### config.mk
export PLATFORM = sky130hd
export DESIGN_NAME = activity_qualifier
export DESIGN_NICKNAME = d
export VERILOG_FILES = /design/src/rtl/actq_pkg.sv /design/src/rtl/actq_datapath.sv /design/src/rtl/actq_control.sv /design/src/rtl/activity_qualifier.sv
export SDC_FILE = /design/constraint.sdc
export NUM_CORES = 1
export LEC_CHECK = 0
export CAP_MARGIN = 20
export CORE_AREA = 2 2 44 46
export CTS_CLUSTER_DIAMETER = 150
export DETAILED_ROUTE_END_ITERATION = 10
export DIE_AREA = 0 0 46 48
export DONT_BUFFER_PORTS = 1
export PLACE_DENSITY = 0.75
export RECOVER_POWER = 50
export SYNTH_ARGS = -nofsm -noshare
export SYNTH_HDL_FRONTEND = slang
export SYNTH_SLANG_ARGS = --single-unit
### constraint.sdc
create_clock -name clk -period 1.6 [get_ports clk]
set_clock_uncertainty 0.15 [all_clocks]
set_input_delay 0.16 -clock clk [delete_from_list [all_inputs] [get_ports clk]]
set_output_delay 0.16 -clock clk [all_outputs]
set_load 0.01 [all_outputs]
### src/rtl/actq_pkg.sv
`timescale 1ns/1ps
package actq_pkg;

  // Strobes from the control FSM to the datapath counters
  typedef struct packed {
    logic loadRel;   // (re)start release timer
    logic decRel;    // count release timer down
    logic clrRel;    // release timer expired, clear it
    logic loadHold;  // start post-release hold-off
  } actqCtrl_t;

  // Status returned by the datapath
  typedef struct packed {
    logic qualHit;   // current high run reaches the reject width this cycle
    logic acceptLvl; // current high run has reached the accept width
    logic relLast;   // release timer on its final count
    logic holdBusy;  // hold-off window still open
  } actqStat_t;

  typedef enum logic {
    ST_IDLE   = 1'b0,
    ST_ACTIVE = 1'b1
  } actqState_t;

endpackage

### src/rtl/actq_datapath.sv
`timescale 1ns/1ps
module actq_datapath
  import actq_pkg::*;
#(
  parameter int SYNC_STAGES = 2,
  parameter int REJECT_W    = 4,
  parameter int ACCEPT_W    = 9,
  parameter int RELEASE_W   = 32,
  parameter int HOLDOFF_W   = 24
) (
  input  logic      clk,
  input  logic      rst,
  input  logic      lineIn,
  input  actqCtrl_t ctrl,
  output actqStat_t stat
);

  localparam int RUN_W = $clog2(ACCEPT_W + 1);
  localparam int REL_W = $clog2(RELEASE_W + 1);

  // Synchronizer chain for the asynchronous line bit
  logic [SYNC_STAGES-1:0] syncQ;
  logic                   lineQ;

  always_ff @(posedge clk) begin
    if (rst) syncQ <= '0;
    else     syncQ <= {syncQ[SYNC_STAGES-2:0], lineIn};
  end
  assign lineQ = syncQ[SYNC_STAGES-1];

  // Run-length counter of consecutive high samples, saturating at accept
  logic [RUN_W-1:0] runCnt;

  always_ff @(posedge clk) begin
    if (rst)                               runCnt <= '0;
    else if (!lineQ)                       runCnt <= '0;
    else if (runCnt != RUN_W'(ACCEPT_W))   runCnt <= runCnt + 1'b1;
  end

  assign stat.qualHit   = lineQ && (runCnt == RUN_W'(REJECT_W - 1));
  assign stat.acceptLvl = (runCnt == RUN_W'(ACCEPT_W));

  // Release timer
  logic [REL_W-1:0] relCnt;

  always_ff @(posedge clk) begin
    if (rst)               relCnt <= '0;
    else if (ctrl.loadRel) relCnt <= REL_W'(RELEASE_W);
    else if (ctrl.clrRel)  relCnt <= '0;
    else if (ctrl.decRel)  relCnt <= relCnt - 1'b1;
  end

  assign stat.relLast = (relCnt == REL_W'(1));

  // Hold-off timer, present only when the window is non-zero
  generate
    if (HOLDOFF_W > 0) begin : g_hold
      localparam int HOLD_W = $clog2(HOLDOFF_W + 1);
      logic [HOLD_W-1:0] holdCnt;

      always_ff @(posedge clk) begin
        if (rst)                holdCnt <= '0;
        else if (ctrl.loadHold) holdCnt <= HOLD_W'(HOLDOFF_W);
        else if (holdCnt != '0) holdCnt <= holdCnt - 1'b1;
      end

      assign stat.holdBusy = (holdCnt != '0);
    end else begin : g_noHold
      logic unusedHoldStrobe;
      assign unusedHoldStrobe = ctrl.loadHold;
      assign stat.holdBusy    = 1'b0;
    end
  endgenerate

endmodule

### src/rtl/actq_control.sv
`timescale 1ns/1ps
module actq_control
  import actq_pkg::*;
(
  input  logic      clk,
  input  logic      rst,
  input  actqStat_t stat,
  output actqCtrl_t ctrl,
  output logic      present
);

  actqState_t state;
  actqState_t stateNext;
  logic       canAssert;

  assign canAssert = stat.acceptLvl && !stat.holdBusy;

  always_comb begin
    ctrl      = '0;
    stateNext = state;
    unique case (state)
      ST_IDLE: begin
        if (canAssert) begin
          ctrl.loadRel = 1'b1;
          stateNext    = ST_ACTIVE;
        end
      end
      ST_ACTIVE: begin
        if (stat.qualHit) begin
          ctrl.loadRel = 1'b1;
        end else if (stat.relLast) begin
          ctrl.clrRel   = 1'b1;
          ctrl.loadHold = 1'b1;
          stateNext     = ST_IDLE;
        end else begin
          ctrl.decRel = 1'b1;
        end
      end
      default: stateNext = ST_IDLE;
    endcase
  end

  always_ff @(posedge clk) begin
    if (rst) state <= ST_IDLE;
    else     state <= stateNext;
  end

  assign present = (state == ST_ACTIVE);

endmodule

### src/rtl/activity_qualifier.sv
`timescale 1ns/1ps
module activity_qualifier
  import actq_pkg::*;
#(
  parameter int SYNC_STAGES = 2,
  parameter int REJECT_W    = 4,
  parameter int ACCEPT_W    = 9,
  parameter int RELEASE_W   = 32,
  parameter int HOLDOFF_W   = 24
) (
  input  logic clk,
  input  logic rst,
  input  logic lineIn,
  output logic present
);

  actqCtrl_t ctrl;
  actqStat_t stat;

  actq_datapath #(
    .SYNC_STAGES(SYNC_STAGES),
    .REJECT_W   (REJECT_W),
    .ACCEPT_W   (ACCEPT_W),
    .RELEASE_W  (RELEASE_W),
    .HOLDOFF_W  (HOLDOFF_W)
  ) u_datapath (
    .clk   (clk),
    .rst   (rst),
    .lineIn(lineIn),
    .ctrl  (ctrl),
    .stat  (stat)
  );

  actq_control u_control (
    .clk    (clk),
    .rst    (rst),
    .stat   (stat),
    .ctrl   (ctrl),
    .present(present)
  );

endmodule

After elaboration in Yosys (flattened, before gate mapping)

Index checks and enable logic that the tools add are counted.

Bitwise operators: 2
Reduce and logical (&&, ||, !) cells: 9
Equal/unequal tests: 4
Multiplexer cells: 14
Add/sub/neg operators: 3

Operators with widths:

| kind                | number |
|---|---|
| $mux 6              | 3 |
| $mux 5              | 2 |
| $eq 6x1->1 const B  | 1 |
| $mux 3              | 2 |
| $sub 6x1->6 const B | 1 |
| $reduce_bool 5->1   | 1 |
| $sub 5x1->5 const B | 1 |
| $add 4x1->4 const B | 1 |
| $eq 4x2->1 const B  | 1 |
| $eq 4x4->1 const B  | 1 |
| $mux 1              | 4 |
| $ne 4x4->1 const B  | 1 |
| $pmux 1 s2          | 2 |
| $reduce_or 2->1     | 2 |
| $reduce_bool 3->1   | 1 |
| $reduce_or 3->1     | 1 |
| $logic_and 1x1->1   | 2 |
| $mux 2              | 1 |
| $not 1->1           | 2 |
| $reduce_bool 2->1   | 1 |
| $logic_not 1->1     | 1 |

Register bits after elaboration: 18
Word-level logic and storage cells: 39
Output and inout port bits: 1

Logic depth before layout (Yosys ltp)

Gate-level depths: netlist of run 1.

Depth in word-level cells: 7
Mapped depth: 6
Depth with buffers taken out: 6

Cells and area by module

From an unflattened synthesis of run 1, not the netlist that was laid out.

Cell total of the unflattened synthesis: 90
Area total of the unflattened synthesis: 847.1 um^2

Modules (own cells, without submodules):

| module        | cells an instance | area each (um^2) | instances | sequential area each (um^2) |
|---|---|---|---|---|
| actq_datapath | 81                | 774.5            | 1         | 340.3 |
| actq_control  | 9                 | 72.6             | 1         | 20.0 |

Worst setup path after synthesis of run 1

OpenSTA, ideal clock, no wires.

Path kind: register to register
From: register u_datapath.relCnt[1]
To: register u_datapath.relCnt[1]
Data required time: 1.364 ns
Data arrival time: 1.420 ns
Buffers on the path: 0
Library setup time: 0.086 ns
Cell stages (with the launch flop): 7
Path slack: -0.055 ns
Cells stage by stage: dfxtp_1 inv_1 ha_1 nor2b_1 a211oi_2 o21bai_2 a211oi_1

Longest elaborated chain between the ends: 5
Elaborated cells between the ends (all ways): 7
Those cells by class: add/sub (1); eq/ne (1); mux (4); reduce/logical (1)

RTL lines:

| element                   | line                | RTL |
|---|---|---|
| start: declaration        | actq_datapath.sv:44 | `logic [REL_W-1:0] relCnt;` |
| start signal: assignment  | actq_datapath.sv:48 | `else if (ctrl.loadRel) relCnt <= REL_W'(RELEASE_W);` |
| start signal: assignment  | actq_datapath.sv:50 | `else if (ctrl.decRel) relCnt <= relCnt - 1'b1;` |
| $eq 6x1->1                | actq_datapath.sv:53 | `assign stat.relLast = (relCnt == REL_W'(1));` |
| $mux 2                    | actq_control.sv:31  | `end else if (stat.relLast) begin` |
| $mux 3                    | actq_control.sv:29  | `if (stat.qualHit) begin` |
| $mux 3                    | actq_control.sv:21  | `unique case (state)` |
| $reduce_or 3->1 (no line) | -                   |  |

Parallel ways exist; a longest one is shown, timed or not.
A chain may end at the register's enable or synchronous reset.

Worst setup path in the final report of run 1

From: register u_datapath.relCnt[1]
To: register u_datapath.relCnt[3]

The elaborated chain is that of the path after synthesis.

==> out/metrics.csv, run 1 <==
stage,metric,value,unit
route,routed_wirelength,1.962,mm
sta,post-route-period-util,102.5,%
sta,whs,301.5,ps
synthesis,yosys.area.top_type_share,40.51,%
run_status,outcome,finished with violations,
pwr,power.total,1.200,mW
die,die_area,2208,um2
synthesis,synthFlopType,dfxtp_1,
grt,first_global_vias,697,
route,first_pass_iters,2,
route,routedWlPerCell,13.91,um
setup_path,path_max_fanout,2,
route,via_per_inst,5.348,
grt,grt_max_degree,11,
synthesis,yosysUniqueCellTypes,27,
setup_path,reg2reg_from,u_datapath.relCnt[1]$_SDFFE_PP0P_,
setup_path,cp.arrival,1670,ps
pwr,comb_power_share,33.3,%
route,vias,754,
route,ant_nets,0,
placed_design,portBuffers,0,
worst_hold_path,hold_start,u_datapath.syncQ[0]$_SDFF_PP0_,
die,start_util,52.67,%
die,pin_count,4,
synthesis,synthesis.area,889.6,um2
clocking,clk_pin_slew,100,ps
sta,hold_viol_final,0,
synthesis,synthTopCellsByCount,"18 x dfxtp_1, 15 x nor2_1, 8 x xnor2_1",
final_layout,area_growth,45.43,%
grt,grt_overflow,0,
placed_design,dp_hpwl,1.190,mm
pwr,seqPwrFrac,43.8,%
pwr,internal-power,0.8568,mW
die,row_count,15,
pwr,p_sw,0.3437,mW
final_layout,diodes,0,
setup_path,crit_path_end_kind,register,
setup_path,reg2reg_setup_slack,-40,ps
synthesis,async_flop_share,0,%
route,drt-initial-drc-count,8,
setup_path,critical_path_class,reg2reg,
pwr,powerDensity,927.9,nW/um2
synthesis,ys_ff_latch,18,
synthesis,synth_seq_area_share,40.51,%
synthesis,synth.largest_area_cell,dfxtp_1,
final_layout,final_nets,133,
clocking,htree_levels,1,
clocking,clockBufferDepth,2,
setup_path,worstReg2RegEnd,u_datapath.relCnt[3]$_SDFFE_PP0P_,
job,maxCapViolations,0,
worst_hold_path,min_to,u_datapath.syncQ[1]$_SDFF_PP0_,
final_layout,layout-drive-gt1-share,46.77,%
synthesis,syn_inst,93,
final_layout,utilization,76.59,%
worst_hold_path,hp-class,reg2reg,
synthesis,synth_nets,101,
die,die_x,46,um
pwr,ir_drop,0.8080,mV
sta,fin_tns_setup,-102.4,ps
sta,max_freq,609.7,MHz
worst_hold_path,holdPathStages,1,
setup_path,crit_path_start_kind,register,
clocking,clock_sinks,18,
synthesis,yosysWarnings,0,
sta,worstMarginPinSlew,369.2,ps
sta,rsz0062_at_grt,yes,
grt,grt_antenna_before_repair,0,
clocking,numCtsBuffers,3,
sta,slew_headroom,75.35,%
synthesis,yosysMostFrequentCell,dfxtp_1,
placed_design,dp_slack,-63.79,ps
synthesis,netlist_top_cells_area,"dfxtp_1 41%, xnor2_1 7.9%, ha_1 7.0%, nor2_1 6.3%, a21oi_1 3.4%",
sta,worst_slack,-40.08,ps
setup_path,cp_data_required_time,1630,ps
pwr,power_frac_clock,22.9,%
placed_design,place.gp.congestion,0.8483,
sta,fin_crit,1640,ps
clocking,insertion_delay,290,ps
run_status,violations,negative setup slack,
synthesis,avgSynthCellArea,9.566,um2
die,die_y,48,um
die,core,1689,um2
sta,final-setup-viol-count,3,
grt,grt_first_pass_wirelength,2.884,mm
route,drc_errors,0,
clocking,cts_tree,built,
synthesis,synth_edf_count,0,
setup_path,reg2reg_depth,5,
grt,grtUsageTotal,18.67,%
pwr,p_leak,0.4941,nW
pwr,swShare,28.63,%
clocking,ctsRootBufferMaster,clkbuf_4,
sta,maxSlewViolCount,0,
==> cells in the final DEF, fill, tap and decap left out, drive strengths merged, types with 2 or more instances in the layout <==
cell type	count
nand2	4
nand3	2
clkbuf	4
buf	25
a21oi	6
nor3	4
ha	5
nor2	15
dfxtp	18
a211oi	5
xnor2	8
nand4	2
nor2b	3
nand2b	2
dlygate4sd3	2
inv	7
==> worst max-delay path by stage <==
stage,end,slack [ps],start,cells after the start
final,u_datapath.relCnt[3]$_SDFFE_PP0P_,-40,u_datapath.relCnt[1]$_SDFFE_PP0P_,5
after global routing,u_datapath.relCnt[3]$_SDFFE_PP0P_,-100,u_datapath.runCnt[1]$_SDFFE_PP0N_,7
after CTS,u_datapath.relCnt[3]$_SDFFE_PP0P_,-20,u_datapath.relCnt[1]$_SDFFE_PP0P_,5
after detailed placement,u_datapath.relCnt[1]$_SDFFE_PP0P_,-60,u_datapath.runCnt[1]$_SDFFE_PP0N_,6
after global placement,u_datapath.relCnt[1]$_SDFFE_PP0P_,-30,u_datapath.runCnt[1]$_SDFFE_PP0N_,6
after floorplan,u_datapath.relCnt[1]$_SDFFE_PP0P_,9,u_datapath.relCnt[1]$_SDFFE_PP0P_,6
==> flip-flops by register name, summed over array words and instances (netlist names) <==
register                   count
u_datapath.relCnt              6
u_datapath.runCnt              4
u_control.present              1
u_datapath.g_hold.holdCnt      5
u_datapath.syncQ               2
==> worst max-delay path, stage by stage, from the launching register on <==
cell and delay (ps):
dfxtp_2 340, buf_4 130, or4b_4 520, a211oi_2 190, xnor2_1 150, nor2_1 60
==> cell families (layout without fill, tap and decap cells) <==
logic type | Yosys count | after routing | share of synthesized area, %
AO/OA/AOI/OAI | 14 | 14 | 12.66
XOR/XNOR | 9 | 9 | 8.861
AND/OR/NAND/NOR | 40 | 40 | 27.99
flip-flops | 18 | 18 | 40.51
buffers and inverters | 7 | 38 | 2.954
adder cells (fa/ha/maj) | 5 | 5 | 7.032
==> final cells by class <==
class / instances / area [um2]
clock buffer: 4 / 36.28
sequential: 18 / 372.9
multi-input combinational: 68 / 618.1
inverter: 7 / 26.28
tap: 17 / 21.27
fill: 107 / 395.4
timing repair buffer: 27 / 219.0
==> routing by layer <==
metal	global-route usage, %	share of wire, %
met4	8.571	0.51
met1	20.68	44
met5	0	0
met3	3.396	1.5
met2	34.44	54
==> power groups by stage <==
stage | Sequential (mW) | Clock (mW) | Combinational (mW)
CTS | 0.522 | 0.278 | 0.314
detailed placement | 0.533 | 0 | 0.298
global placement | 0.530 | 0 | 0.288
global route | 0.533 | 0.298 | 0.447
floorplan | 0.525 | 0 | 0.219
finish | 0.525 | 0.275 | 0.400
==> stage by stage <==
| step | std cells | instance area, um2 |
|---|---|---|
| finish | 141 | 1294 |
| CTS | 136 | 1151 |
| global route | 141 | 1294 |
| floorplan | 93 | 899.6 |
| global placement | 124 | 1026 |
| detailed placement | 124 | 1026 |
==> what timing repair did <==
action	CTS	global route
gates resized for setup	8	25
hold buffers	2	0
endpoints found under the setup margin	5	8
endpoints found under the hold margin	14	0
buffers inserted	6	5
pin swaps	3	5
No activity file was read; power rests on OpenSTA's default activity.
==> run 2: changes to the inputs <==
Settings changed: CTS_BUF_LIST from default to sky130_fd_sc_hd__clkbuf_4 sky130_fd_sc_hd__clkbuf_8 sky130_fd_sc_hd__clkbuf_16, PLACE_DENSITY 0.75 to 0.73.
Clock period 1.6 ns to 1.9 ns, I/O delays scaled along.
==> run 2 against run 1 <==
  * The flow now finishes without violations
  * Critical path depth rose by 1
  * Combinational power decreased by 44%
  * Non-clock buffer count fell by 23
==> out/metrics.csv, run 2 (synthesis results as in run 1) <==
stage,metric,value,unit
die,core,1689,um2
setup_path,critical_path_class,reg2reg,
sta,maxSlewViolCount,0,
grt,grt_overflow,0,
clocking,htree_levels,1,
clocking,clk_pin_slew,90,ps
die,pin_count,4,
clocking,numCtsBuffers,3,
die,die_y,48,um
clocking,ctsRootBufferMaster,clkbuf_4,
worst_hold_path,min_to,u_datapath.runCnt[0]$_SDFFE_PP0N_,
setup_path,cp_top_family,compound AO/OA/AOI/OAI gates,
grt,grt_antenna_before_repair,0,
sta,slew_headroom,65.63,%
pwr,powerDensity,867.6,nW/um2
final_layout,largest_registers,"u_datapath.relCnt (6), u_datapath.g_hold.holdCnt (5), u_datapath.runCnt (4)",
grt,first_global_vias,592,
setup_path,crit_chain,inv_1 -> ha_1 -> nor2b_2 -> a2111oi_2 -> xnor2_1 -> nor2_1,
clocking,clock_sinks,18,
grt,grtUsageTotal,17.11,%
final_layout,top_register,u_datapath.relCnt,
setup_path,reg2reg_from,u_datapath.relCnt[1]$_SDFFE_PP0P_,
clocking,clockBufferDepth,2,
route,ant_nets,0,
clocking,cts_tree,built,
final_layout,final_nets,110,
setup_path,cp_data_required_time,1930,ps
setup_path,crit_path_start_kind,register,
die,start_util,52.67,%
placed_design,portBuffers,0,
setup_path,reg2reg_setup_slack,170,ps
pwr,ir_drop,0.5127,mV
final_layout,diodes,0,
setup_path,reg2reg_depth,6,
job,maxCapViolations,0,
setup_path,crit_path_end_kind,register,
die,row_count,15,
route,routed_wirelength,1.458,mm
route,drc_errors,0,
final_layout,final_cell_mix,"18 x dfxtp_1, 15 x nor2_1, 8 x xnor2_1",
setup_path,cp_num_buf_inv,1,
final_layout,final_common_cell,dfxtp_1,
setup_path,critPathSlowestCell,a2111oi_2,
route,routedWlPerCell,12.46,um
die,die_x,46,um
setup_path,cpPeakStageDelay,420,ps
worst_hold_path,holdPathStages,2,
pwr,p_leak,0.3431,nW
pwr,power.total,0.8424,mW
sta,fin_tns_setup,0,ps
grt,grt_first_pass_wirelength,2.587,mm
clocking,cts_setup_buffers,0,
route,first_pass_iters,3,
sta,post-route-period-util,91.15,%
sta,fin_crit,1732,ps
final_layout,area_growth,9.142,%
final_layout,layout-drive-gt1-share,13.00,%
route,via_per_inst,5.410,
sta,hold_viol_final,0,
setup_path,cp.arrival,1760,ps
die,die_area,2208,um2
route,drt-initial-drc-count,6,
worst_hold_path,hold_start,rst,
final_layout,fillCellCount,149,
grt,grt_max_degree,10,
placed_design,dp_hpwl,1.139,mm
clocking,insertion_delay,290,ps
setup_path,path_max_fanout,5,
sta,final-setup-viol-count,0,
sta,worstMarginPinSlew,512.7,ps
worst_hold_path,hp-class,in2reg,
sta,max_freq,577.4,MHz
sta,rsz0062_at_grt,no,
placed_design,place.gp.congestion,0.7749,
run_status,outcome,"finished, final reports clean",
final_layout,largest_reg_flops,6,
setup_path,worstReg2RegEnd,u_datapath.relCnt[4]$_SDFFE_PP0P_,
route,vias,633,
[run 2: cell count changes in the layout (fill, tap and decap cells not counted), sizes merged]
cell	before	now
buf	25	0
clkbuf	4	5
[run 2: per-layer routing]
layer  GRT usage (%)  vias to the layer above  part of all wire (%)
met1           21.20                      294                    48
met2           27.50                        3                    49
met3           7.925                        0                   2.5
met4           3.429                        0                     0
met5               0                        -                     0
li1                -                      336                     -
[run 2: power by group]
| group | total, mW | internal (mW) | switching, mW |
|---|---|---|---|
| clock network | 0.181 | 0.0737 | 0.108 |
| logic | 0.223 | 0.116 | 0.107 |
| registers | 0.438 | 0.410 | 0.0282 |
[run 2: final cells by class]
class | count | area (um2) | area share, %
clock buffer | 3 | 22.52 | 2.320
timing repair buffer | 4 | 27.53 | 2.835
tap | 17 | 21.27 | 2.191
inverter | 7 | 26.28 | 2.706
multi-input combinational | 68 | 513.0 | 52.84
sequential | 18 | 360.3 | 37.11
[run 2: timing repair]
item / 4_1_cts / 5_1_grt
hold buffers: 2 / 0
resized for setup: 0 / 2
endpoints found under the setup margin: 0 / 9
endpoints found under the hold margin: 12 / 0
[run 2: worst max path at each step]
| stage | startpoint | endpoint | slack [ps] | cells past startpoint |
|---|---|---|---|---|
| floorplan | u_datapath.relCnt[1]$_SDFFE_PP0P_ | u_datapath.relCnt[1]$_SDFFE_PP0P_ | 240 | 6 |
| global placement | u_datapath.runCnt[0]$_SDFFE_PP0N_ | u_datapath.relCnt[1]$_SDFFE_PP0P_ | 170 | 5 |
| detailed placement | u_datapath.relCnt[1]$_SDFFE_PP0P_ | u_datapath.relCnt[1]$_SDFFE_PP0P_ | 100 | 6 |
| CTS | u_datapath.relCnt[1]$_SDFFE_PP0P_ | u_datapath.relCnt[1]$_SDFFE_PP0P_ | 70 | 6 |
| global route | u_datapath.relCnt[1]$_SDFFE_PP0P_ | u_datapath.relCnt[1]$_SDFFE_PP0P_ | 50 | 6 |
| finish | u_datapath.relCnt[1]$_SDFFE_PP0P_ | u_datapath.relCnt[4]$_SDFFE_PP0P_ | 170 | 6 |
[run 2: through the flow]
| step | instance area, um2 | instances | utilization, % | setup WS [ps] | hold WS, ps |
|---|---|---|---|---|---|
| floorplan | 889.6 | 93 | - | 244.8 | 109.1 |
| global placement | 925.9 | 112 | 54.81 | 172.8 | 111.1 |
| detailed placement | 925.9 | 112 | 54.81 | 95.01 | 112.9 |
| CTS | 968.4 | 117 | 57.33 | 71.57 | 10.91 |
| global route | 970.9 | 117 | 57.48 | 47.76 | 29.25 |
| finish | 970.9 | 117 | 57.48 | 168.2 | 16.03 |
==> run 3: changes to the inputs <==
==> constraint.sdc (replaced) <==
create_clock -name clk -period 1.9 [get_ports clk]
set_clock_uncertainty 0.15 [all_clocks]
set_input_delay 0 -clock clk [delete_from_list [all_inputs] [get_ports clk]]
set_output_delay 0 -clock clk [all_outputs]
set_load 0.01 [all_outputs]
==> run 3 against run 2 <==
  * Die area stayed put
  * Routed wire length decreased by 0.62%
  * Cell area stayed put
  * Power about the same
  * Worst setup slack about the same
  * Clock power is essentially flat
  * Sequential share of layout area unchanged
  * First-iteration DRC count unchanged
  * Largest power group unchanged
  * Hold slack better by 220 ps
  * Critical path type unchanged
==> out/metrics.csv, run 3 (synthesis results as in run 1) <==
stage,metric,value,unit
run_status,outcome,"finished, final reports clean",
setup_path,worstReg2RegEnd,u_datapath.relCnt[4]$_SDFFE_PP0P_,
setup_path,crit_start,u_datapath.relCnt[1]$_SDFFE_PP0P_,
grt,grt_antenna_before_repair,0,
die,die_area,2208,um2
clocking,insertion_delay,290,ps
die,pin_count,4,
setup_path,reg2reg_setup_slack,170,ps
sta,rsz0062_at_grt,no,
sta,whs,233.1,ps
worst_hold_path,min_to,u_datapath.syncQ[0]$_SDFF_PP0_,
pwr,swShare,28.83,%
setup_path,cp.arrival,1760,ps
pwr,comb_power_share,26.4,%
route,drt-initial-drc-count,6,
final_layout,largest_reg_flops,6,
final_layout,diodes,0,
clocking,numCtsBuffers,3,
grt,first_global_vias,589,
pwr,power_frac_clock,21.5,%
route,drc_errors,0,
setup_path,critical_path_class,reg2reg,
pwr,internal-power,0.5996,mW
final_layout,largest_registers,"u_datapath.relCnt (6), u_datapath.g_hold.holdCnt (5), u_datapath.runCnt (4)",
final_layout,utilization,57.48,%
final_layout,final_cell_mix,"18 x dfxtp_1, 15 x nor2_1, 8 x xnor2_1",
die,die_x,46,um
worst_hold_path,hp-class,in2reg,
die,die_y,48,um
sta,slew_headroom,65.63,%
job,maxCapViolations,0,
final_layout,instances_no_fill,117,
sta,fin_crit,1732,ps
sta,maxSlewViolCount,0,
route,routedWlPerCell,12.38,um
sta,hold_viol_final,0,
sta,worstMarginPinSlew,512.7,ps
clocking,ctsRootBufferMaster,clkbuf_4,
final_layout,layout-drive-gt1-share,13.00,%
route,vias,630,
sta,fin_tns_setup,0,ps
die,row_count,15,
route,ant_nets,0,
pwr,powerDensity,867.6,nW/um2
placed_design,dp_hpwl,1.139,mm
grt,grt_max_degree,10,
worst_hold_path,holdPathStages,2,
route,routed_wirelength,1.449,mm
clocking,cts_tree,built,
setup_path,reg2reg_depth,6,
clocking,clock_sinks,18,
final_layout,finalInstanceArea,970.9,um2
clocking,htree_levels,1,
placed_design,placed_cells,112,
pwr,p_sw,0.2428,mW
setup_path,crit_path_start_kind,register,
final_layout,top_register,u_datapath.relCnt,
pwr,power.total,0.8424,mW
pwr,seqPwrFrac,52.0,%
sta,worst_slack,168.3,ps
final_layout,fillCellCount,149,
route,via_per_inst,5.385,
final_layout,final_nets,110,
worst_hold_path,hold_start,lineIn,
grt,grt_overflow,0,
setup_path,crit_path_end_kind,register,
final_layout,area_growth,9.142,%
sta,post-route-period-util,91.14,%
grt,grtUsageTotal,17.03,%
die,start_util,52.67,%
route,first_pass_iters,3,
sta,max_freq,577.5,MHz
sta,final-setup-viol-count,0,
pwr,p_leak,0.3431,nW
placed_design,portBuffers,0,
grt,grt_first_pass_wirelength,2.573,mm
pwr,ir_drop,0.5126,mV
clocking,clk_pin_slew,90,ps
setup_path,path_max_fanout,5,
setup_path,reg2reg_from,u_datapath.relCnt[1]$_SDFFE_PP0P_,
placed_design,dp_slack,95.01,ps
die,core,1689,um2
placed_design,placed_area,925.9,um2
clocking,clockBufferDepth,2,
final_layout,final_common_cell,dfxtp_1,
placed_design,place.gp.congestion,0.7749,
setup_path,cp_data_required_time,1930,ps
[run 3: cell counts in the layout (fill, tap and decap cells not counted)]
No cell type changed its count.
[run 3: power groups by stage]
stage          Combinational (mW)  Sequential [mW]  Clock, mW
2_1_floorplan               0.184            0.442          0
3_3_place_gp                0.224            0.447          0
3_5_place_dp                0.234            0.448          0
4_1_cts                     0.240            0.439      0.189
5_1_grt                     0.259            0.444      0.203
6_report                    0.223            0.438      0.181
[run 3: layout make-up]
cell class              instances  area [um2]  share of cell area, %
multi-input cells              68       513.0                  52.84
well taps                      17       21.27                  2.191
inverters                       7       26.28                  2.706
repair buffers                  4       27.53                  2.835
clock buffers                   3       22.52                  2.320
flip-flops and latches         18       360.3                  37.11
[run 3: what timing repair did]
action / 4_1_cts / 5_1_grt
resized for setup: 0 / 2
hold endpoints to repair: 18 / 0
hold buffers: 2 / 0
endpoints found under the setup margin: 0 / 9
setup buffers: 0 / 0
[run 3: critical path: stages (launching register included)]
cell and delay, ps:
dfxtp_1 370, inv_1 70, ha_1 190, nor2b_2 200, a2111oi_2 420, xnor2_1 170, nor2_1 50
[run 3: how the worst max path moves through the flow]
stage | end | slack, ps | depth (start not counted)
after global routing | u_datapath.relCnt[1]$_SDFFE_PP0P_ | 50 | 6
final | u_datapath.relCnt[4]$_SDFFE_PP0P_ | 170 | 6
after global placement | u_datapath.relCnt[1]$_SDFFE_PP0P_ | 170 | 5
after floorplan | u_datapath.relCnt[1]$_SDFFE_PP0P_ | 240 | 6
after detailed placement | u_datapath.relCnt[1]$_SDFFE_PP0P_ | 100 | 6
after CTS | u_datapath.relCnt[1]$_SDFFE_PP0P_ | 70 | 6
[run 3: routing by layer]
layer / vias to the layer above / global-route usage [%] / part of all wire [%]
li1: 336 / - / -
met1: 291 / 21.20 / 49
met2: 3 / 27.22 / 49
met3: 0 / 7.925 / 2.6
met4: 0 / 3.429 / 0
met5: - / 0 / 0
